File: src/rtl/usb_evstat_pkg.sv
package usb_evstat_pkg;

    localparam int STAT_W  = 32;
    localparam int NPOOL   = 3;
    localparam int NEV     = 2 + 2 * NPOOL + 2;

    localparam int BIT_SUM = 31;
    localparam int BIT_TXF = 23;
    localparam int BIT_RXF = 22;
    localparam int BIT_EMP = 19;
    localparam int BIT_ALR = 16;
    localparam int BIT_DMA = 10;
    localparam int BIT_OVR = 9;

    typedef struct packed {
        logic             tx_full;
        logic             rx_full;
        logic [NPOOL-1:0] pool_empty;
        logic [NPOOL-1:0] pool_alert;
        logic             dma_err;
        logic             iso_ovr;
    } ev_t;

    typedef enum logic [1:0] {
        OP_IDLE  = 2'd0,
        OP_READ  = 2'd1,
        OP_WRITE = 2'd2
    } bus_op_e;

    function automatic logic [STAT_W-1:0] ev_place(input ev_t e);
        logic [STAT_W-1:0] w;
        w = '0;
        w[BIT_TXF] = e.tx_full;
        w[BIT_RXF] = e.rx_full;
        w[BIT_EMP +: NPOOL] = e.pool_empty;
        w[BIT_ALR +: NPOOL] = e.pool_alert;
        w[BIT_DMA] = e.dma_err;
        w[BIT_OVR] = e.iso_ovr;
        return w;
    endfunction

    function automatic ev_t ev_extract(input logic [STAT_W-1:0] w);
        ev_t e;
        e.tx_full    = w[BIT_TXF];
        e.rx_full    = w[BIT_RXF];
        e.pool_empty = w[BIT_EMP +: NPOOL];
        e.pool_alert = w[BIT_ALR +: NPOOL];
        e.dma_err    = w[BIT_DMA];
        e.iso_ovr    = w[BIT_OVR];
        return e;
    endfunction

    localparam logic [STAT_W-1:0] STICKY_MASK = ev_place(ev_t'({NEV{1'b1}}));

endpackage

File: src/rtl/evstat_detect.sv
module evstat_detect
    import usb_evstat_pkg::*;
#(
    parameter int MB_AW = 6,
    parameter int CNT_W = 8
) (
    input  logic                   clk,
    input  logic                   rst,
    input  logic [MB_AW-1:0]       tx_rd_ptr,
    input  logic [MB_AW-1:0]       tx_wr_ptr,
    input  logic [MB_AW-1:0]       rx_rd_ptr,
    input  logic [MB_AW-1:0]       rx_wr_ptr,
    input  logic [NPOOL-1:0]       pool_empty,
    input  logic [NPOOL*CNT_W-1:0] pool_left,
    input  logic [NPOOL*CNT_W-1:0] pool_thresh,
    input  logic                   dma_err,
    input  logic                   iso_ovr,
    output ev_t                    rise
);

    ev_t lvl;
    ev_t lvl_q;
    logic [NPOOL-1:0] alert_lvl;

    generate
        for (genvar p = 0; p < NPOOL; p++) begin : g_pool
            assign alert_lvl[p] = (pool_left[p*CNT_W +: CNT_W] == pool_thresh[p*CNT_W +: CNT_W]);
        end
    endgenerate

    always_comb begin
        lvl.tx_full    = (tx_rd_ptr == tx_wr_ptr);
        lvl.rx_full    = (rx_rd_ptr == rx_wr_ptr);
        lvl.pool_empty = pool_empty;
        lvl.pool_alert = alert_lvl;
        lvl.dma_err    = dma_err;
        lvl.iso_ovr    = iso_ovr;
    end

    // History starts at all ones so that a condition present at reset
    // release must first go false before it can latch.
    always_ff @(posedge clk) begin
        if (rst) lvl_q <= ev_t'({NEV{1'b1}});
        else     lvl_q <= lvl;
    end

    assign rise = ev_t'(lvl & ~lvl_q);

endmodule

File: src/rtl/evstat_sticky.sv
module evstat_sticky #(
    parameter int W = 10
) (
    input  logic         clk,
    input  logic         rst,
    input  logic [W-1:0] set,
    input  logic         clr,
    output logic [W-1:0] q
);

    generate
        for (genvar i = 0; i < W; i++) begin : g_bit
            always_ff @(posedge clk) begin
                if (rst)          q[i] <= 1'b0;
                else if (set[i])  q[i] <= 1'b1;
                else if (clr)     q[i] <= 1'b0;
            end
        end
    endgenerate

endmodule

File: src/rtl/evstat_bus.sv
module evstat_bus
    import usb_evstat_pkg::*;
#(
    parameter int ADDR_W = 2
) (
    input  logic              clk,
    input  logic              rst,
    input  logic              bus_sel,
    input  logic              bus_we,
    input  logic [ADDR_W-1:0] bus_addr,
    input  logic [STAT_W-1:0] status_word,
    input  logic [STAT_W-1:0] mask_word,
    output logic [STAT_W-1:0] bus_rdata,
    output logic              status_clr,
    output logic              mask_we
);

    localparam logic [ADDR_W-1:0] A_STATUS = ADDR_W'(0);
    localparam logic [ADDR_W-1:0] A_MASK   = ADDR_W'(1);

    bus_op_e op;

    always_comb begin
        if (!bus_sel)    op = OP_IDLE;
        else if (bus_we) op = OP_WRITE;
        else             op = OP_READ;
    end

    assign status_clr = (op == OP_READ)  && (bus_addr == A_STATUS);
    assign mask_we    = (op == OP_WRITE) && (bus_addr == A_MASK);

    always_ff @(posedge clk) begin
        if (rst) begin
            bus_rdata <= '0;
        end else if (op == OP_READ) begin
            if (bus_addr == A_STATUS)    bus_rdata <= status_word;
            else if (bus_addr == A_MASK) bus_rdata <= mask_word;
            else                         bus_rdata <= '0;
        end
    end

endmodule

File: src/rtl/usb_evstat.sv
module usb_evstat
    import usb_evstat_pkg::*;
#(
    parameter int MB_AW  = 6,
    parameter int CNT_W  = 8,
    parameter int ADDR_W = 2
) (
    input  logic                   clk,
    input  logic                   rst,
    input  logic                   bus_sel,
    input  logic                   bus_we,
    input  logic [ADDR_W-1:0]      bus_addr,
    input  logic [31:0]            bus_wdata,
    output logic [31:0]            bus_rdata,
    input  logic [MB_AW-1:0]       tx_rd_ptr,
    input  logic [MB_AW-1:0]       tx_wr_ptr,
    input  logic [MB_AW-1:0]       rx_rd_ptr,
    input  logic [MB_AW-1:0]       rx_wr_ptr,
    input  logic [2:0]             pool_empty,
    input  logic [3*CNT_W-1:0]     pool_left,
    input  logic [3*CNT_W-1:0]     pool_thresh,
    input  logic                   dma_err,
    input  logic                   iso_ovr,
    input  logic [31:0]            stat2,
    input  logic [31:0]            stat2_mask,
    output logic                   irq
);

    ev_t              rise;
    logic [NEV-1:0]   sticky_q;
    logic [NEV-1:0]   irq_mask_q;
    logic             rd_clr;
    logic             mask_we;
    logic             summary;
    logic [STAT_W-1:0] status_word;
    logic [STAT_W-1:0] mask_word;

    evstat_detect #(.MB_AW(MB_AW), .CNT_W(CNT_W)) u_detect (
        .clk         (clk),
        .rst         (rst),
        .tx_rd_ptr   (tx_rd_ptr),
        .tx_wr_ptr   (tx_wr_ptr),
        .rx_rd_ptr   (rx_rd_ptr),
        .rx_wr_ptr   (rx_wr_ptr),
        .pool_empty  (pool_empty),
        .pool_left   (pool_left),
        .pool_thresh (pool_thresh),
        .dma_err     (dma_err),
        .iso_ovr     (iso_ovr),
        .rise        (rise)
    );

    evstat_sticky #(.W(NEV)) u_sticky (
        .clk (clk),
        .rst (rst),
        .set (rise),
        .clr (rd_clr),
        .q   (sticky_q)
    );

    always_ff @(posedge clk) begin
        if (rst)          irq_mask_q <= '0;
        else if (mask_we) irq_mask_q <= ev_extract(bus_wdata);
    end

    assign summary     = |(stat2 & stat2_mask);
    assign status_word = ev_place(ev_t'(sticky_q)) | (STAT_W'(summary) << BIT_SUM);
    assign mask_word   = ev_place(ev_t'(irq_mask_q));
    assign irq         = |(sticky_q & irq_mask_q);

    evstat_bus #(.ADDR_W(ADDR_W)) u_bus (
        .clk         (clk),
        .rst         (rst),
        .bus_sel     (bus_sel),
        .bus_we      (bus_we),
        .bus_addr    (bus_addr),
        .status_word (status_word),
        .mask_word   (mask_word),
        .bus_rdata   (bus_rdata),
        .status_clr  (rd_clr),
        .mask_we     (mask_we)
    );

endmodule

File: config.mk
export PLATFORM = sky130hd
export DESIGN_NAME = usb_evstat
export DESIGN_NICKNAME = d
export VERILOG_FILES = /design/src/rtl/usb_evstat_pkg.sv /design/src/rtl/evstat_detect.sv /design/src/rtl/evstat_sticky.sv /design/src/rtl/evstat_bus.sv /design/src/rtl/usb_evstat.sv
export SDC_FILE = /design/constraint.sdc
export NUM_CORES = 1
export LEC_CHECK = 0
export ABC_AREA = 1
export BUFFER_PORTS_ARGS = -buffer_cell sky130_fd_sc_hd__buf_2
export CAP_MARGIN = 5
export CELL_PAD_IN_SITES_DETAIL_PLACEMENT = 1
export CELL_PAD_IN_SITES_GLOBAL_PLACEMENT = 1
export CORE_MARGIN = 2
export CORE_UTILIZATION = 24
export CTS_CLUSTER_SIZE = 28
export DETAILED_ROUTE_END_ITERATION = 10
export PLACE_DENSITY = 0.79
export RECOVER_POWER = 100
export SYNTH_ARGS = -nofsm -noshare
export SYNTH_HDL_FRONTEND = slang
export SYNTH_SLANG_ARGS = --single-unit
File: constraint.sdc
create_clock -name clk -period 1.2 [get_ports clk]
set_clock_uncertainty 0.2 [all_clocks]
set_input_delay 0.24 -clock clk [delete_from_list [all_inputs] [get_ports clk]]
set_output_delay 0.24 -clock clk [all_outputs]
set_load 0.005 [all_outputs]
======== Word-level counts from Yosys, hierarchy flattened ========
Index checks and enable logic that the tools add are counted.
storage, ports and cells
  input bits .............................. 179
  register bits ........................... 62
operators by class
  muxes and demuxes ....................... 15
  bitwise logic cells ..................... 5
  eq/ne operators ......................... 8
  reductions and logical operators ........ 15
operators with widths
  kind                                                                   number
  32-bit AND                                                             1
  32-bit 2-to-1 mux                                                      1
  24-bit by 32-bit bitwise OR with 32-bit output                         1
  32-bit OR reduction                                                    1
  8-bit equality test                                                    3
  24-bit 2-to-1 mux                                                      1
  10-bit AND                                                             2
  2-bit nonzero test                                                     10
  6-bit equality test                                                    2
  1-bit 2-to-1 mux                                                       11
  10-bit inverter                                                        1
  10-bit OR reduction                                                    1
  2-bit by 1-bit equality test with 1-bit output, second input constant  2
  2-bit 2-to-1 mux                                                       2
  2-bit equality test, second input constant                             1
  1-bit logical AND                                                      2
  2-bit logical NOT                                                      1

======== Logic depth before layout (Yosys ltp) ========
  depth in word-level cells ............... 6
  mapped depth ............................ 8
  depth with buffers taken out ............ 8

======== Cells and area by module ========
A second synthesis with hierarchy kept.
second synthesis, totals
  cell total of the unflattened synthesis .. 590
  area total of the unflattened synthesis .. 3,567.2 um2
by module, submodules not included
  module         instances  sequential area each (um2)  area each (um2)  cells each
  evstat_bus     1          640.6                       1,627.8          251
  evstat_detect  1          200.2                       918.4            176
  usb_evstat     1          200.2                       644.4            121
  evstat_sticky  1          200.2                       376.6            42

======== Worst setup path after synthesis ========
OpenSTA, ideal clock, no wires.
  kind .................................... flip-flop to output port
  from .................................... register irq_mask_q[6]
  to ...................................... output irq
  stages on the path, launching flop included .. 4
  path slack .............................. 37 ps
  buffers on the path ..................... 0
  data required time ...................... 760 ps
  data arrival time ....................... 723 ps
  path through ............................ dfxtp_1 a22o_1 a21oi_1 nand4_1
on the way
  longest elaborated chain between the ends .. 2
ends and longest elaborated chain
  element                 RTL line          source
  from (decl)             usb_evstat.sv:31  logic [NEV-1:0] irq_mask_q;
  from (signal assigned)  usb_evstat.sv:63  else if (mask_we) irq_mask_q <= ev_extract(bus_wdata);
  10-bit AND              usb_evstat.sv:69  assign irq = |(sticky_q & irq_mask_q);
  10-bit OR reduction     usb_evstat.sv:69
  to (decl)               usb_evstat.sv:26  output logic irq
No other way between the ends.

======== Final worst setup path ========
  from .................................... register irq_mask_q[9]
  to ...................................... output irq
Same word-level chain as after synthesis.

==> impl_metrics.env <==
export IMPL_synth_seq_area_share=0.3359
export IMPL_setup_viol=2
export IMPL_synth_top_flop_cell="dfxtp_1"
export IMPL_numCtsBuffers=5
export IMPL_num_rows=36
export IMPL_failed_checks="hold timing, setup timing"
export IMPL_grt_usage=0.1460
export IMPL_yosys_area_top_type="dfxtp_1"
export IMPL_grt_pass1_vias=2960
export IMPL_die_h_um=104.9
export IMPL_worstHoldPathType="in -> reg"
export IMPL_drc=0
export IMPL_dp_hpwl_mm=6.547
export IMPL_synth_top_area_share=0.3359
export IMPL_final_setup_worst_slack_ns=-0.4555
export IMPL_core_um2=9819
export IMPL_initial_core_util=0.2489
export IMPL_crit_slowest_cell="dfxtp_1"
export IMPL_hold_buffers=14
export IMPL_r2r_start="irq_mask_q[7]"
export IMPL_r2r_cells=3
export IMPL_grt_pass1_wl_mm=13.05
export IMPL_r2r_slack_ns=0.18
export IMPL_post_synth_cell_area_avg_um2=7.083
export IMPL_ys_types=28
export IMPL_synth_commonest_cells="nand2_1, dfxtp_1, nor2_1"
export IMPL_ys_top_cells_by_area="dfxtp_1, nand2_1, xnor2_1"
export IMPL_syn_cell_area_um2=2444
export IMPL_fin_nets=734
export IMPL_path_clk_slew_ns=0.07
export IMPL_ios=212
export IMPL_crit_chain="a22o_1, a21oi_2, nand4_1, buf_2"
export IMPL_via_per_inst=4.148
export IMPL_hold_viol=1
export IMPL_fillers=1306
export IMPL_clock_sinks=41
export IMPL_clock_path_buffers=2
export IMPL_dr_pass1_iters=4
export IMPL_cp_required_ns=0.76
export IMPL_path_buf_inv=1
export IMPL_htree_levels=2
export IMPL_rsz0062_at_grt="true"
export IMPL_grt_max_degree=17
export IMPL_fin_area_um2=3837
export IMPL_worstHoldPathCells=2
export IMPL_overflow=0
export IMPL_crit_path_max_incr_delay_ns=0.31
export IMPL_drt_iter0_markers=78
export IMPL_synth_warnings=0
export IMPL_startpoint_type="flop"
export IMPL_netlist_instances=345
export IMPL_ys_ff_latch=41
export IMPL_regToRegEndpoint="irq_mask_q[7]"
export IMPL_routed_via_count=2854
export IMPL_peakVddDrop_mv=0.3427
export IMPL_cp_arrival_ns=1.22
export IMPL_hold_path_end="u_detect.lvl_q[0]"
export IMPL_async_flop_share=0
export IMPL_hold_path_startpoint="iso_ovr"
export IMPL_diodes=0
export IMPL_maxCapViolations=0
export IMPL_antenna_found_initial=0
export IMPL_routed_wl_mm=7.972
export IMPL_min_period_over_period=1.380
export IMPL_finalWeightedCongestion=0.7702
export IMPL_die_area_um2=11010
export IMPL_power_density_nw_per_um2=792.4
export IMPL_crit_fanout=2
export IMPL_cts_root_buf="clkbuf_8"
export IMPL_cp_top_family="compound AO/OA/AOI/OAI gates"
export IMPL_worst_setup_path_type="reg -> out"
export IMPL_p_leak_nw=1.899
export IMPL_yosysMostFrequentCell="nand2_1"
export IMPL_portBuffers=168
export IMPL_drive_above_1_share=0.4342
export IMPL_max_freq_ghz=0.6041
export IMPL_cts_tree="yes"
export IMPL_clk_insertion_delay_late_ns=0.29
export IMPL_period_minus_slack_ns=1.655
export IMPL_die_w_um=104.9
export IMPL_fin_util=0.3908
export IMPL_drtAntennaViolNets=0
export IMPL_place_area_um2=3540
export IMPL_synthToLayoutAreaGrowth_pct=57.04
export IMPL_status="finished, violations left"
export IMPL_synth_edf_count=0
export IMPL_hold_worst_slack_ns=-0.03585
export IMPL_crit_path_end_kind="primary output"
export IMPL_slew_violations=0
export IMPL_routedWlPerCell_um=11.59
## placed cells by master, fill, tap and decap left out, types with 2 or more instances in the layout
master / instances
a21oi_1: 11
a21oi_2: 3
a22o_1: 2
a31oi_2: 9
buf_2: 154
buf_4: 27
buf_6: 9
clkbuf_1: 5
clkbuf_2: 2
clkbuf_8: 6
conb_1: 21
dfxtp_1: 29
dfxtp_2: 12
dlygate4sd3_1: 14
inv_1: 12
nand2_1: 123
nand2_2: 11
nand3b_1: 5
nor2_1: 43
o21ai_0: 9
or2_2: 5
xnor2_1: 32
xor2_1: 2
## report_power, final
group	total (mW)	switching, mW	leakage, nW	internal, mW
sequential	1.42	0.0186	0.341	1.40
combinational	0.709	0.307	1.51	0.401
clock	0.910	0.454	0.0443	0.456
## flip-flops by register name, indices dropped and copies added, names as in the netlist
signal,cells
u_bus.bus_rdata,11
irq_mask_q,10
u_detect.lvl_q,10
u_sticky.q,10
## cell families (layout without fill, tap and decap cells)
group / after synthesis / after routing / share of synthesized area
and+or+nand+nor: 192 / 192 / 0.3298
xor gates and xnor gates: 34 / 34 / 0.1219
DFF: 41 / 41 / 0.3359
buffers and inverters: 41 / 231 / 0.1045
other: 1 / 21 / 0.001535
AOI/OAI and AO/OA: 36 / 36 / 0.1065
## area by class of cell
type / count / area, um^2 / share of cell area
multi-input combinational: 283 / 1440 / 0.3753
timing repair buffer: 211 / 1260 / 0.3283
sequential: 41 / 835.8 / 0.2178
tap: 133 / 166.4 / 0.04336
clock buffer: 7 / 86.33 / 0.02250
inverter: 13 / 48.80 / 0.01272
## per-stage QoR
stage / TNS [ns] / instances / setup WS (ns) / total power, mW / hold slack (ns)
6_report: -0.4648 / 688 / -0.4555 / 3.041 / -0.03585
5_1_grt: -1.316 / 688 / -0.5157 / 3.240 / -0.03275
4_1_cts: -0.5006 / 687 / -0.4893 / 3.102 / -0.03876
3_5_place_dp: -2.834 / 664 / -0.1987 / 2.140 / 0.2352
3_3_place_gp: -2.057 / 664 / -0.1900 / 2.112 / 0.2291
2_1_floorplan: 0 / 365 / 0.03703 / 1.805 / 0.1317
## routing by layer
metal	routed length, um	track usage	share of wire	vias to the layer above
met5	0	0	0	-
met4	142	0.04667	0.018	0
met3	643	0.03993	0.081	13
met2	4165	0.2825	0.52	126
met1	3021	0.1500	0.38	1261
li1	-	-	-	1454
## worst max-delay path by stage
stage | start | end | slack, ns | cells after the start
3_3_place_gp | u_sticky.q[9] | irq | -0.19 | 4
5_1_grt | irq_mask_q[9] | irq | -0.52 | 4
2_1_floorplan | irq_mask_q[6] | irq | 0.04 | 3
4_1_cts | irq_mask_q[9] | irq | -0.49 | 4
6_report | irq_mask_q[9] | irq | -0.46 | 4
3_5_place_dp | u_sticky.q[9] | irq | -0.20 | 4
## timing repair
action,in CTS,in global routing
pin swaps,2,1
hold endpoints to repair,15,1
resized for setup,12,11
setup endpoints to repair,9,14
buffers inserted,2,3
(Power assumes the default switching activity.)
